`config.mk`:
```
export PLATFORM = sky130hd
export DESIGN_NAME = vec_sint2fp
export DESIGN_NICKNAME = d
export VERILOG_FILES = /design/src/rtl/vfc_pkg.sv /design/src/rtl/vfc_lzc.sv /design/src/rtl/vfc_lane_cvt.sv /design/src/rtl/vfc_cfg_decode.sv /design/src/rtl/vec_sint2fp.sv
export SDC_FILE = /design/constraint.sdc
export NUM_CORES = 2
export LEC_CHECK = 0
export ABC_AREA = 1
export BUFFER_PORTS_ARGS = -buffer_cell sky130_fd_sc_hd__buf_2
export CORE_ASPECT_RATIO = 1.1
export CORE_UTILIZATION = 40
export CTS_CLUSTER_DIAMETER = 30
export CTS_CLUSTER_SIZE = 25
export DETAILED_ROUTE_END_ITERATION = 16
export GPL_TIMING_DRIVEN = 0
export PLACE_DENSITY = 0.54
export SYNTH_ARGS = -nofsm -noshare
export SYNTH_HDL_FRONTEND = slang
export SYNTH_SLANG_ARGS = --single-unit
```
`constraint.sdc`:
```
create_clock -name clk -period 19.9 [get_ports clk]
set_input_delay 0.995 -clock clk [delete_from_list [all_inputs] [get_ports clk]]
set_output_delay 0.995 -clock clk [all_outputs]
set_load 0.05 [all_outputs]
```
`src/rtl/vfc_pkg.sv`:
```
package vfc_pkg;

  typedef enum logic [1:0] {
    RM_NEAREST = 2'b00,
    RM_UP      = 2'b01,
    RM_DOWN    = 2'b10,
    RM_ZERO    = 2'b11
  } rmode_e;

  typedef enum logic [1:0] {
    LS_HALF   = 2'b00,
    LS_SINGLE = 2'b01,
    LS_DOUBLE = 2'b10
  } lsize_e;

  localparam int CHUNK_W = 16;

endpackage

```
`src/rtl/vfc_lzc.sv`:
```
module vfc_lzc #(
  parameter int W  = 16,
  parameter int CW = $clog2(W)
) (
  input  logic [W-1:0]  val_i,
  output logic [CW-1:0] lz_o
);

  // the highest set bit wins; an all-zero input gives W-1 (masked by the caller)
  always_comb begin
    lz_o = CW'(W - 1);
    for (int i = 0; i < W; i++) begin
      if (val_i[i]) lz_o = CW'(W - 1 - i);
    end
  end

endmodule

```
`src/rtl/vfc_lane_cvt.sv`:
```
module vfc_lane_cvt
  import vfc_pkg::*;
#(
  parameter int IW = 16,
  parameter int EW = 5,
  parameter int MW = 10
) (
  input  logic [IW-1:0] int_i,
  input  rmode_e        rm_i,
  output logic [IW-1:0] fp_o,
  output logic          inexact_o
);

  localparam int CW   = $clog2(IW);
  localparam int BIAS = (1 << (EW - 1)) - 1;
  localparam int GIDX = IW - 2 - MW;

  logic              sgn;
  logic [IW-1:0]     mag;
  logic [IW-1:0]     norm;
  logic [CW-1:0]     lz;
  logic              guard, sticky, lsb, inc;
  logic [EW-1:0]     expf;
  logic [EW+MW-1:0]  body, body_rnd;

  assign sgn = int_i[IW-1];
  assign mag = sgn ? (~int_i + 1'b1) : int_i;

  vfc_lzc #(.W(IW), .CW(CW)) u_lzc (
    .val_i (mag),
    .lz_o  (lz)
  );

  assign norm   = mag << lz;
  assign guard  = norm[GIDX];
  assign sticky = |norm[GIDX-1:0];
  assign lsb    = norm[GIDX+1];
  assign expf   = EW'(BIAS + IW - 1) - EW'(lz);
  assign body   = {expf, norm[IW-2 -: MW]};

  always_comb begin
    unique case (rm_i)
      RM_NEAREST: inc = guard & (sticky | lsb);
      RM_UP:      inc = (guard | sticky) & ~sgn;
      RM_DOWN:    inc = (guard | sticky) & sgn;
      default:    inc = 1'b0;
    endcase
  end

  // a fraction carry rolls into the exponent field on its own
  assign body_rnd  = body + {{(EW + MW - 1){1'b0}}, inc};
  assign fp_o      = (mag == '0) ? '0 : {sgn, body_rnd};
  assign inexact_o = guard | sticky;

  always_comb begin
    AST_POW2_EXACT: assert (((mag & (mag - 1'b1)) != '0) || !inexact_o);
    AST_NO_INF_CODE: assert (fp_o[IW-2 -: EW] != {EW{1'b1}});
    AST_NORM_LEAD: assert ((mag == '0) || norm[IW-1]);
  end

endmodule

```
`src/rtl/vfc_cfg_decode.sv`:
```
module vfc_cfg_decode
  import vfc_pkg::*;
#(
  parameter int NCH = 8
) (
  input  logic           half_sel_i,
  input  logic           size_i,
  input  logic           q_wide_i,
  input  logic           scalar_i,
  output lsize_e         lsz_o,
  output logic           undef_o,
  output logic [NCH-1:0] act_o
);

  localparam logic [NCH-1:0] M_ONE  = NCH'(1);
  localparam logic [NCH-1:0] M_TWO  = NCH'(3);
  localparam logic [NCH-1:0] M_FOUR = NCH'(15);
  localparam logic [NCH-1:0] M_LOW  = NCH'((1 << (NCH / 2)) - 1);

  always_comb begin
    if (half_sel_i)  lsz_o = LS_HALF;
    else if (size_i) lsz_o = LS_DOUBLE;
    else             lsz_o = LS_SINGLE;
  end

  assign undef_o = ~scalar_i & ~half_sel_i & size_i & ~q_wide_i;

  always_comb begin
    if (scalar_i) begin
      unique case (lsz_o)
        LS_HALF:   act_o = M_ONE;
        LS_SINGLE: act_o = M_TWO;
        default:   act_o = M_FOUR;
      endcase
    end else begin
      act_o = q_wide_i ? '1 : M_LOW;
    end
  end

  always_comb begin
    AST_MASK_PREFIX: assert (act_o[0] && (((act_o + 1'b1) & act_o) == '0));
  end

endmodule

```
`src/rtl/vec_sint2fp.sv`:
```
module vec_sint2fp
  import vfc_pkg::*;
#(
  parameter int VW = 128
) (
  input  logic          clk,
  input  logic          rst,
  input  logic          start_i,
  input  logic [VW-1:0] opnd_i,
  input  logic [VW-1:0] dest_i,
  input  logic          half_sel_i,
  input  logic          size_i,
  input  logic          q_wide_i,
  input  logic          scalar_i,
  input  logic          merge_en_i,
  input  logic [1:0]    rmode_i,
  output logic [VW-1:0] result_o,
  output logic          inexact_o,
  output logic          undef_o,
  output logic          valid_o
);

  localparam int NCH = VW / CHUNK_W;
  localparam int NH  = VW / 16;
  localparam int NS  = VW / 32;
  localparam int ND  = VW / 64;

  rmode_e          rm;
  lsize_e          lsz;
  logic            cfg_bad;
  logic [NCH-1:0]  act;
  logic [VW-1:0]   h_bus, s_bus, d_bus;
  logic [NH-1:0]   h_inx;
  logic [NS-1:0]   s_inx;
  logic [ND-1:0]   d_inx;
  logic [VW-1:0]   nxt_res;
  logic            nxt_inx;

  assign rm = rmode_e'(rmode_i);

  vfc_cfg_decode #(.NCH(NCH)) u_dec (
    .half_sel_i (half_sel_i),
    .size_i     (size_i),
    .q_wide_i   (q_wide_i),
    .scalar_i   (scalar_i),
    .lsz_o      (lsz),
    .undef_o    (cfg_bad),
    .act_o      (act)
  );

  for (genvar i = 0; i < NH; i++) begin : g_half
    vfc_lane_cvt #(.IW(16), .EW(5), .MW(10)) u_cvt (
      .int_i     (opnd_i[i*16 +: 16]),
      .rm_i      (rm),
      .fp_o      (h_bus[i*16 +: 16]),
      .inexact_o (h_inx[i])
    );
  end

  for (genvar i = 0; i < NS; i++) begin : g_single
    vfc_lane_cvt #(.IW(32), .EW(8), .MW(23)) u_cvt (
      .int_i     (opnd_i[i*32 +: 32]),
      .rm_i      (rm),
      .fp_o      (s_bus[i*32 +: 32]),
      .inexact_o (s_inx[i])
    );
  end

  for (genvar i = 0; i < ND; i++) begin : g_double
    vfc_lane_cvt #(.IW(64), .EW(11), .MW(52)) u_cvt (
      .int_i     (opnd_i[i*64 +: 64]),
      .rm_i      (rm),
      .fp_o      (d_bus[i*64 +: 64]),
      .inexact_o (d_inx[i])
    );
  end

  // per 16-bit chunk: pick the selected lane format, then mask, merge or clear
  always_comb begin
    logic [CHUNK_W-1:0] cv;
    logic               cx;
    nxt_res = '0;
    nxt_inx = 1'b0;
    for (int c = 0; c < NCH; c++) begin
      unique case (lsz)
        LS_HALF: begin
          cv = h_bus[c*CHUNK_W +: CHUNK_W];
          cx = h_inx[c];
        end
        LS_SINGLE: begin
          cv = s_bus[c*CHUNK_W +: CHUNK_W];
          cx = s_inx[c/2];
        end
        default: begin
          cv = d_bus[c*CHUNK_W +: CHUNK_W];
          cx = d_inx[c/4];
        end
      endcase
      if (act[c])
        nxt_res[c*CHUNK_W +: CHUNK_W] = cv;
      else if (scalar_i && merge_en_i)
        nxt_res[c*CHUNK_W +: CHUNK_W] = dest_i[c*CHUNK_W +: CHUNK_W];
      nxt_inx = nxt_inx | (act[c] & cx);
    end
  end

  always_ff @(posedge clk) begin
    if (rst) begin
      result_o  <= '0;
      inexact_o <= 1'b0;
      undef_o   <= 1'b0;
      valid_o   <= 1'b0;
    end else begin
      valid_o <= start_i;
      if (start_i) begin
        undef_o <= cfg_bad;
        if (cfg_bad) begin
          inexact_o <= 1'b0;
        end else begin
          result_o  <= nxt_res;
          inexact_o <= nxt_inx;
        end
      end
    end
  end

  AST_VALID_AFTER_START: assert property (@(posedge clk) disable iff (rst)
    valid_o |-> $past(start_i));

  AST_IDLE_HOLD: assert property (@(posedge clk) disable iff (rst)
    !start_i |=> $stable(result_o) && $stable(inexact_o) && $stable(undef_o));

  AST_ILLEGAL_KEEPS: assert property (@(posedge clk) disable iff (rst)
    (start_i && !scalar_i && !half_sel_i && size_i && !q_wide_i)
    |=> undef_o && !inexact_o && $stable(result_o));

  AST_NARROW_UPPER_ZERO: assert property (@(posedge clk) disable iff (rst)
    (start_i && !scalar_i && !q_wide_i && (half_sel_i || !size_i))
    |=> result_o[VW-1:VW/2] == '0);

  AST_MERGE_UPPER: assert property (@(posedge clk) disable iff (rst)
    (start_i && scalar_i && merge_en_i && half_sel_i)
    |=> result_o[VW-1:16] == $past(dest_i[VW-1:16]));

endmodule

```
Yosys cells after proc, flatten, opt, wreduce, memory -nomap -nowiden --
Index checks and enable logic that the tools add are counted. Widths: inputs -> output; s select.
Storage, ports and cells: flip-flop bits (word level) 131, input port bits 266, output and inout port bits 131, logic and storage cells 659
Cells by class: add/subtract/negate cells 42, equality and inequality tests 3, shifts and indexed selects 14, muxes and demuxes 450, bitwise operators 114, reduce and logical (&&, ||, !) cells 32
Operators by type and width (count):
- $mux 6 | 124
- $mux 5 | 120
- $mux 16 | 32
- $mux 4 | 112
- $mux 32 | 8
- $mux 64 | 4
- $pmux 16 s2 | 8
- $add 16x1->16 const B | 8
- $add 32x1->32 const B | 4
- $add 64x1->64 const B | 2
- $logic_not 16->1 | 8
- $logic_not 32->1 | 4
- $logic_not 64->1 | 2
- $not 16->16 | 8
- $not 32->32 | 4
- $not 64->64 | 2
- $shl 16x4->15 | 8
- $shl 32x5->31 | 4
- $shl 64x6->63 | 2
- $add 63x1->63 | 2
- $add 31x1->31 | 4
- $add 15x1->15 | 8
- $and 1x1->1 | 53
- $pmux 1 s3 | 14
- other kinds (18) | 110

Logic depth before layout (Yosys ltp) --
word-level depth 79, mapped depth 96, depth with buffers taken out 94

Cells and area by module --
A second synthesis with hierarchy kept.
Unflattened totals: cell total of the unflattened synthesis 13217, area total of the unflattened synthesis 65537.9 µm²
Modules (own cells, without submodules):
- vfc_lane_cvt (g_double[0].u_cvt ...) | instances 2, cells each 2177, area each 10432.5 µm², sequential area each 0.0 µm²
- vfc_lane_cvt (g_single[0].u_cvt ...) | instances 4, cells each 875, area each 4300.4 µm², sequential area each 0.0 µm²
- vfc_lane_cvt (g_half[0].u_cvt ...) | instances 8, cells each 343, area each 1711.6 µm², sequential area each 0.0 µm²
- vec_sint2fp | instances 1, cells each 1484, area each 8645.8 µm², sequential area each 2622.5 µm²
- vfc_lzc (g_double[0].u_cvt.u_lzc ...) | instances 2, cells each 209, area each 998.5 µm², sequential area each 0.0 µm²
- vfc_lzc (g_single[0].u_cvt.u_lzc ...) | instances 4, cells each 93, area each 399.1 µm², sequential area each 0.0 µm²
- vfc_lzc (g_half[0].u_cvt.u_lzc ...) | instances 8, cells each 41, area each 181.4 µm², sequential area each 0.0 µm²
- vfc_cfg_decode | instances 1, cells each 17, area each 87.6 µm², sequential area each 0.0 µm²

Worst setup path after synthesis --
No wires, ideal clock.
kind input port to flip-flop, from in opnd_i[32], to reg result_o[58], setup time 0.070 ns, data arrival time 7.776 ns, data required time 19.830 ns, path slack 12.054 ns, cell stages on the path 53, buffers on the path 4, path through inv_1 > clkbuf_1 > ha_1 > nand2_1 > nor2_1 > nand4_1 > nor2_1 > inv_1 > nor2_1 > inv_1 > nand2_1 > xor2_1 > inv_1 > o311ai_0 > a31oi_1 > o31ai_1 > nand2_1 > nand2_1 > (+17 left out) > nand3_1 > nor3_2 > nand2_1 > nor2_1 > nand2_1 > nor4_2 > nand3_1 > nor3_1 > nand2_1 > nor2_2 > nand4_2 > nor2_1 > nor2_1 > o32ai_1 > inv_1 > nand2_1 > nand2_1 > a21oi_1
On the way: word-level cells in the longest chain between the ends 44, elaborated cells on any way between the ends 95, classes of those cells add/sub (6); shift (2); mux (71); bitwise (12); reduce/logical (4)
Ends and longest elaborated chain:
- from (decl) | RTL line vec_sint2fp.sv:9 | input logic [VW-1:0] opnd_i,
- $not 64->64 | RTL line vfc_lane_cvt.sv:27 | assign mag = sgn ? (~int_i + 1'b1) : int_i;
- $add 64x1->64 | RTL line vfc_lane_cvt.sv:27
- $mux 64 | RTL line vfc_lane_cvt.sv:27
- $mux 6 (32 in a row) | RTL line vfc_lzc.sv:13 | if (val_i[i]) lz_o = CW'(W - 1 - i);
- $shl 64x6->63 | RTL line vfc_lane_cvt.sv:34 | assign norm = mag << lz;
- $reduce_or 10->1 | RTL line vfc_lane_cvt.sv:36 | assign sticky = |norm[GIDX-1:0];
- $or 1x1->1 (on tied branches) | RTL line vfc_lane_cvt.sv:44, vfc_lane_cvt.sv:45, vfc_lane_cvt.sv:43
- $and 1x1->1 (on tied branches) | RTL line vfc_lane_cvt.sv:45, vfc_lane_cvt.sv:43, vfc_lane_cvt.sv:44
- $pmux 1 s3 | RTL line vfc_lane_cvt.sv:42 | unique case (rm_i)
- $add 63x1->63 | RTL line vfc_lane_cvt.sv:51 | assign body_rnd = body + {{(EW + MW - 1){1'b0}}, inc};
- $mux 64 | RTL line vfc_lane_cvt.sv:52 | assign fp_o = (mag == '0) ? '0 : {sgn, body_rnd};
- $pmux 16 s2 * | RTL line vec_sint2fp.sv:85 | unique case (lsz)
- $mux 16 * | RTL line vec_sint2fp.sv:99 | if (act[c])
- to (signal assigned) | RTL line vec_sint2fp.sv:120 | result_o <= nxt_res;
- to (decl) | RTL line vec_sint2fp.sv:17 | output logic [VW-1:0] result_o,
Mark *: on every way between the ends. The rest lies on a longest branch, timed or not. A chain may end at the register's enable or synchronous reset.

Worst setup path in the final report --
from in opnd_i[64], to reg result_o[76]
On the way: word-level cells in the longest chain between the ends 75, elaborated cells on any way between the ends 154, classes of those cells add/sub (7); shift (3); mux (120); bitwise (18); reduce/logical (6)
Ends and longest elaborated chain (RTL line):
- $not 64->64 | vfc_lane_cvt.sv:27
- $add 64x1->64 | vfc_lane_cvt.sv:27
- $mux 64 | vfc_lane_cvt.sv:27
- $mux 1 | vfc_lzc.sv:13
- $mux 6 (62 in a row) | vfc_lzc.sv:13
- $shl 64x6->63 | vfc_lane_cvt.sv:34
- $reduce_or 10->1 | vfc_lane_cvt.sv:36
- $or 1x1->1 (on tied branches) | vfc_lane_cvt.sv:44, vfc_lane_cvt.sv:45, vfc_lane_cvt.sv:43
- $and 1x1->1 (on tied branches) | vfc_lane_cvt.sv:45, vfc_lane_cvt.sv:43, vfc_lane_cvt.sv:44
- $pmux 1 s3 | vfc_lane_cvt.sv:42
- $add 63x1->63 | vfc_lane_cvt.sv:51
- $mux 64 | vfc_lane_cvt.sv:52
- $pmux 16 s2 * | vec_sint2fp.sv:85
- $mux 16 * | vec_sint2fp.sv:99
Marks and branches as above.

==> run summary <==
Max stage delay on crit path - 600 ps
Die H - 365 microns
Outcome - finished, violations left
Core area - 0.118 sq mm
Final Max Tran Viols - 30
CP max stage cell - nor2_1
Kind of critical path - in -> reg
Net switching power figure - 1.82 mW
Max Freq - 92.9 MHz
Clock Latency Late Sink - 560 ps
Post-cts resize count - 0
Post-synthesis async set-or-reset flop share - 0
R2R depth - 2
Sequential fraction of design power - 0.104
Combinational Power Share - 0.770
Non-Filler Cell Area, Final - 0.0524 sq mm
Critical Path Sink - result_o[76]$_SDFFE_PP0P_
Vias per inst - 5.86
Final WL - 268000 microns
Overall routing resource usage - 0.421
Tot Pwr - 2.87 mW
CP bufs+invs - 12
Lkg Pwr - 25.4 nW
Skew final - 0 ps
Setup crit start - opnd_i[64]
Reg2Reg Setup Slack - 19010 ps
Pwr dens - 54.8 mW/mm^2
Clock transition at path regs - 60 ps
Dpl cell area - 0.0518 sq mm
DR WL/cell - 22.6 microns
Reg-to-Reg Start - result_o[96]$_SDFFE_PP0P_
Crit path required time - 20370 ps
Cell count along the critical path - 47
Final number of hold-violating endpoints - 0
PnR worst setup slack - 9130 ps
Top cells by count, synth - nand2_1 (2994), nand3_1 (1309), inv_1 (1115), o21ai_0 (1034), nor2_1 (1014)
Worst setup EP type - flip-flop
Avg Cell Area, Syn - 4.85 sq um
Pre-CTS setup slack - 9000 ps
IO Pins - 397
Clock network power share - 0.126
Post-Place Cells - 11812
CTS Buf Count - 17
Fin crit period - 10770 ps
Slew HR - -0.0371
Crit start category - input pin
Post-Syn Instances - 9904
Area grow syn2layout - 9.20%
Clk root buf - clkbuf_16
Ranking of synthesized cells by area - nand2_1 (23%), nand3_1 (14%), o21ai_0 (11%)
Placer Congestion - 1.12
Ratio of cells with drive above 1 in the final layout - 0.0802
CP Max Fanout - 11
Min-Delay Path Class - reg -> reg
First-pass GRT wire length - 389000 microns
Grt ovf - 0
CTS tree - built
Crit path top cell by count - nand2_1
DRT iter0 DRCs - 8372
Vias in the first global route - 62090
#FFs+latches synth - 131
Count leader, synth - nand2_1
Synth warn - 0
Pin count of the biggest net entering global routing - 17
Synth Cell Area - 0.0480 sq mm
R2r endpoint - result_o[96]$_SDFFE_PP0P_
Antenna-violating nets left - 0
Unrepaired setup endpoints after global routing - false
Arrival @ worst endpoint - 11240 ps
Top delay family on crit path - simple AND/OR/NAND/NOR gates
Post-DP HPWL - 226000 microns
Setup Fix Bufs, Post-CTS - 0
Pre-antenna DRT Iters - 9
FP Rows - 132
H-tree depth - 4
Failing checks - capacitance limit, slew limit
Final Core Density - 0.443
Vias - 69430
Worst slew pin tran - 1560 ps
Area leader, netlist - nand2_1
I/O Buffers - 366
Initial antenna violation count - 6
Residual DRC - 0
Main synth FF type - dfxtp_1
TNS Setup - 0 ps
Max-Cap Viols - 3
Clock Path Buffers - 2
Final non-filler cell total - 11848
Seq/Total Area, Yosys - 0.0546
Layout Nets - 10630
Initial Utilization - 0.405
Tcrit/Tclk final - 0.541
VDD IR-drop max - 0.0682 mV
Post-synth EDFFs - 0
Fin Hold WS - 471 ps
Number of clock sinks - 131
Die width - 332 microns
Int Pwr - 1.06 mW
Post-synth cell types - 80
Hold_buf cts - 0
Die Area - 0.121 sq mm
Mapped Nets - 10242
Sw Share - 0.632
Share of the synthesized area in the top cell type - 0.234
Setup-failing EPs final - 0
worst min-delay path by stage:
| stage | startpoint | endpoint | depth (start not counted) |
|---|---|---|---|
| floorplan | inexact_o$_SDFFE_PP0P_ | inexact_o$_SDFFE_PP0P_ | 2 |
| global placement | inexact_o$_SDFFE_PP0P_ | inexact_o$_SDFFE_PP0P_ | 2 |
| detailed placement | result_o[15]$_SDFFE_PP0P_ | result_o[15]$_SDFFE_PP0P_ | 2 |
| CTS | result_o[15]$_SDFFE_PP0P_ | result_o[15]$_SDFFE_PP0P_ | 2 |
| global route | result_o[15]$_SDFFE_PP0P_ | result_o[15]$_SDFFE_PP0P_ | 2 |
| finish | result_o[15]$_SDFFE_PP0P_ | result_o[15]$_SDFFE_PP0P_ | 2 |
layout make-up:
type	count	area (sq um)
buffer	492	2240
sequential	131	2620
clock buffer	18	439
tap	1541	1930
multi-input combinational	8081	38600
antenna	2	5.00
clock inverter	14	164
timing repair buffer	369	1860
inverter	1200	4510
fill	14012	66000
routing by layer:
layer | global-route usage | wire, microns | vias up
li1 | - | - | 33165
met1 | 0.526 | 108000 | 31638
met2 | 0.658 | 114000 | 3830
met3 | 0.0641 | 23900 | 791
met4 | 0.307 | 21800 | 6
met5 | 0 | 42 | -
power groups by stage:
| stage | Combinational [mW] | Sequential, mW | Clock (mW) |
|---|---|---|---|
| after global placement | 2.11 | 0.302 | 0 |
| after floorplan | 1.35 | 0.378 | 0 |
| after CTS | 2.12 | 0.297 | 0.366 |
| after global routing | 2.40 | 0.299 | 0.371 |
| after detailed placement | 2.11 | 0.302 | 0 |
| final | 2.21 | 0.297 | 0.362 |
sequential cells by signal (all words and copies together) (netlist names):
signal	flops
undef_o	1
valid_o	1
result_o	128
inexact_o	1
layout by cell type, fill, tap and decap left out, types with 10 or more instances in the layout:
master	netlist	final
buf_4	23	23
o221ai_1	12	12
o22ai_1	18	18
o21bai_1	18	18
or2_2	38	38
nand4_1	86	86
o21a_1	26	26
nor2_1	1014	1013
dfxtp_1	131	131
nor2_2	58	59
clkbuf_16	0	17
nand3_1	1309	1309
a41oi_1	11	11
ha_1	72	72
buf_6	14	14
nand3_2	32	32
o21ai_2	9	10
nand2_1	2994	2994
o21ai_1	150	149
inv_1	1115	1115
nand3b_1	14	14
nor3_1	106	106
clkinv_1	28	28
clkbuf_1	290	288
xnor2_1	17	17
a21oi_1	445	445
a31oi_1	61	61
inv_2	56	56
nor4_1	42	42
buf_1	61	61
o31ai_1	23	23
o211ai_1	68	68
xor2_1	226	226
mux2i_1	18	18
nor2_4	17	17
buf_2	99	465
o21ai_0	1034	1034
nand2_2	39	39
worst register-to-register path: stages (launching register included):
cell and delay, ps:
dfxtp_1 520, o21ai_0 160, a21oi_1 150
logic make-up (layout without fill, tap and decap cells):
group	after synthesis	in the layout	share of synthesized area
buf+inv	1692	2093	0.140
mux	18	18	0.00375
compound gates	1956	1956	0.222
other cells	0	2	0
simple gates	5792	5792	0.516
flops	131	131	0.0546
xor+xnor	243	243	0.0443
fa+ha+maj	72	72	0.0188
Note: power is estimated with default switching activity, not from simulation.
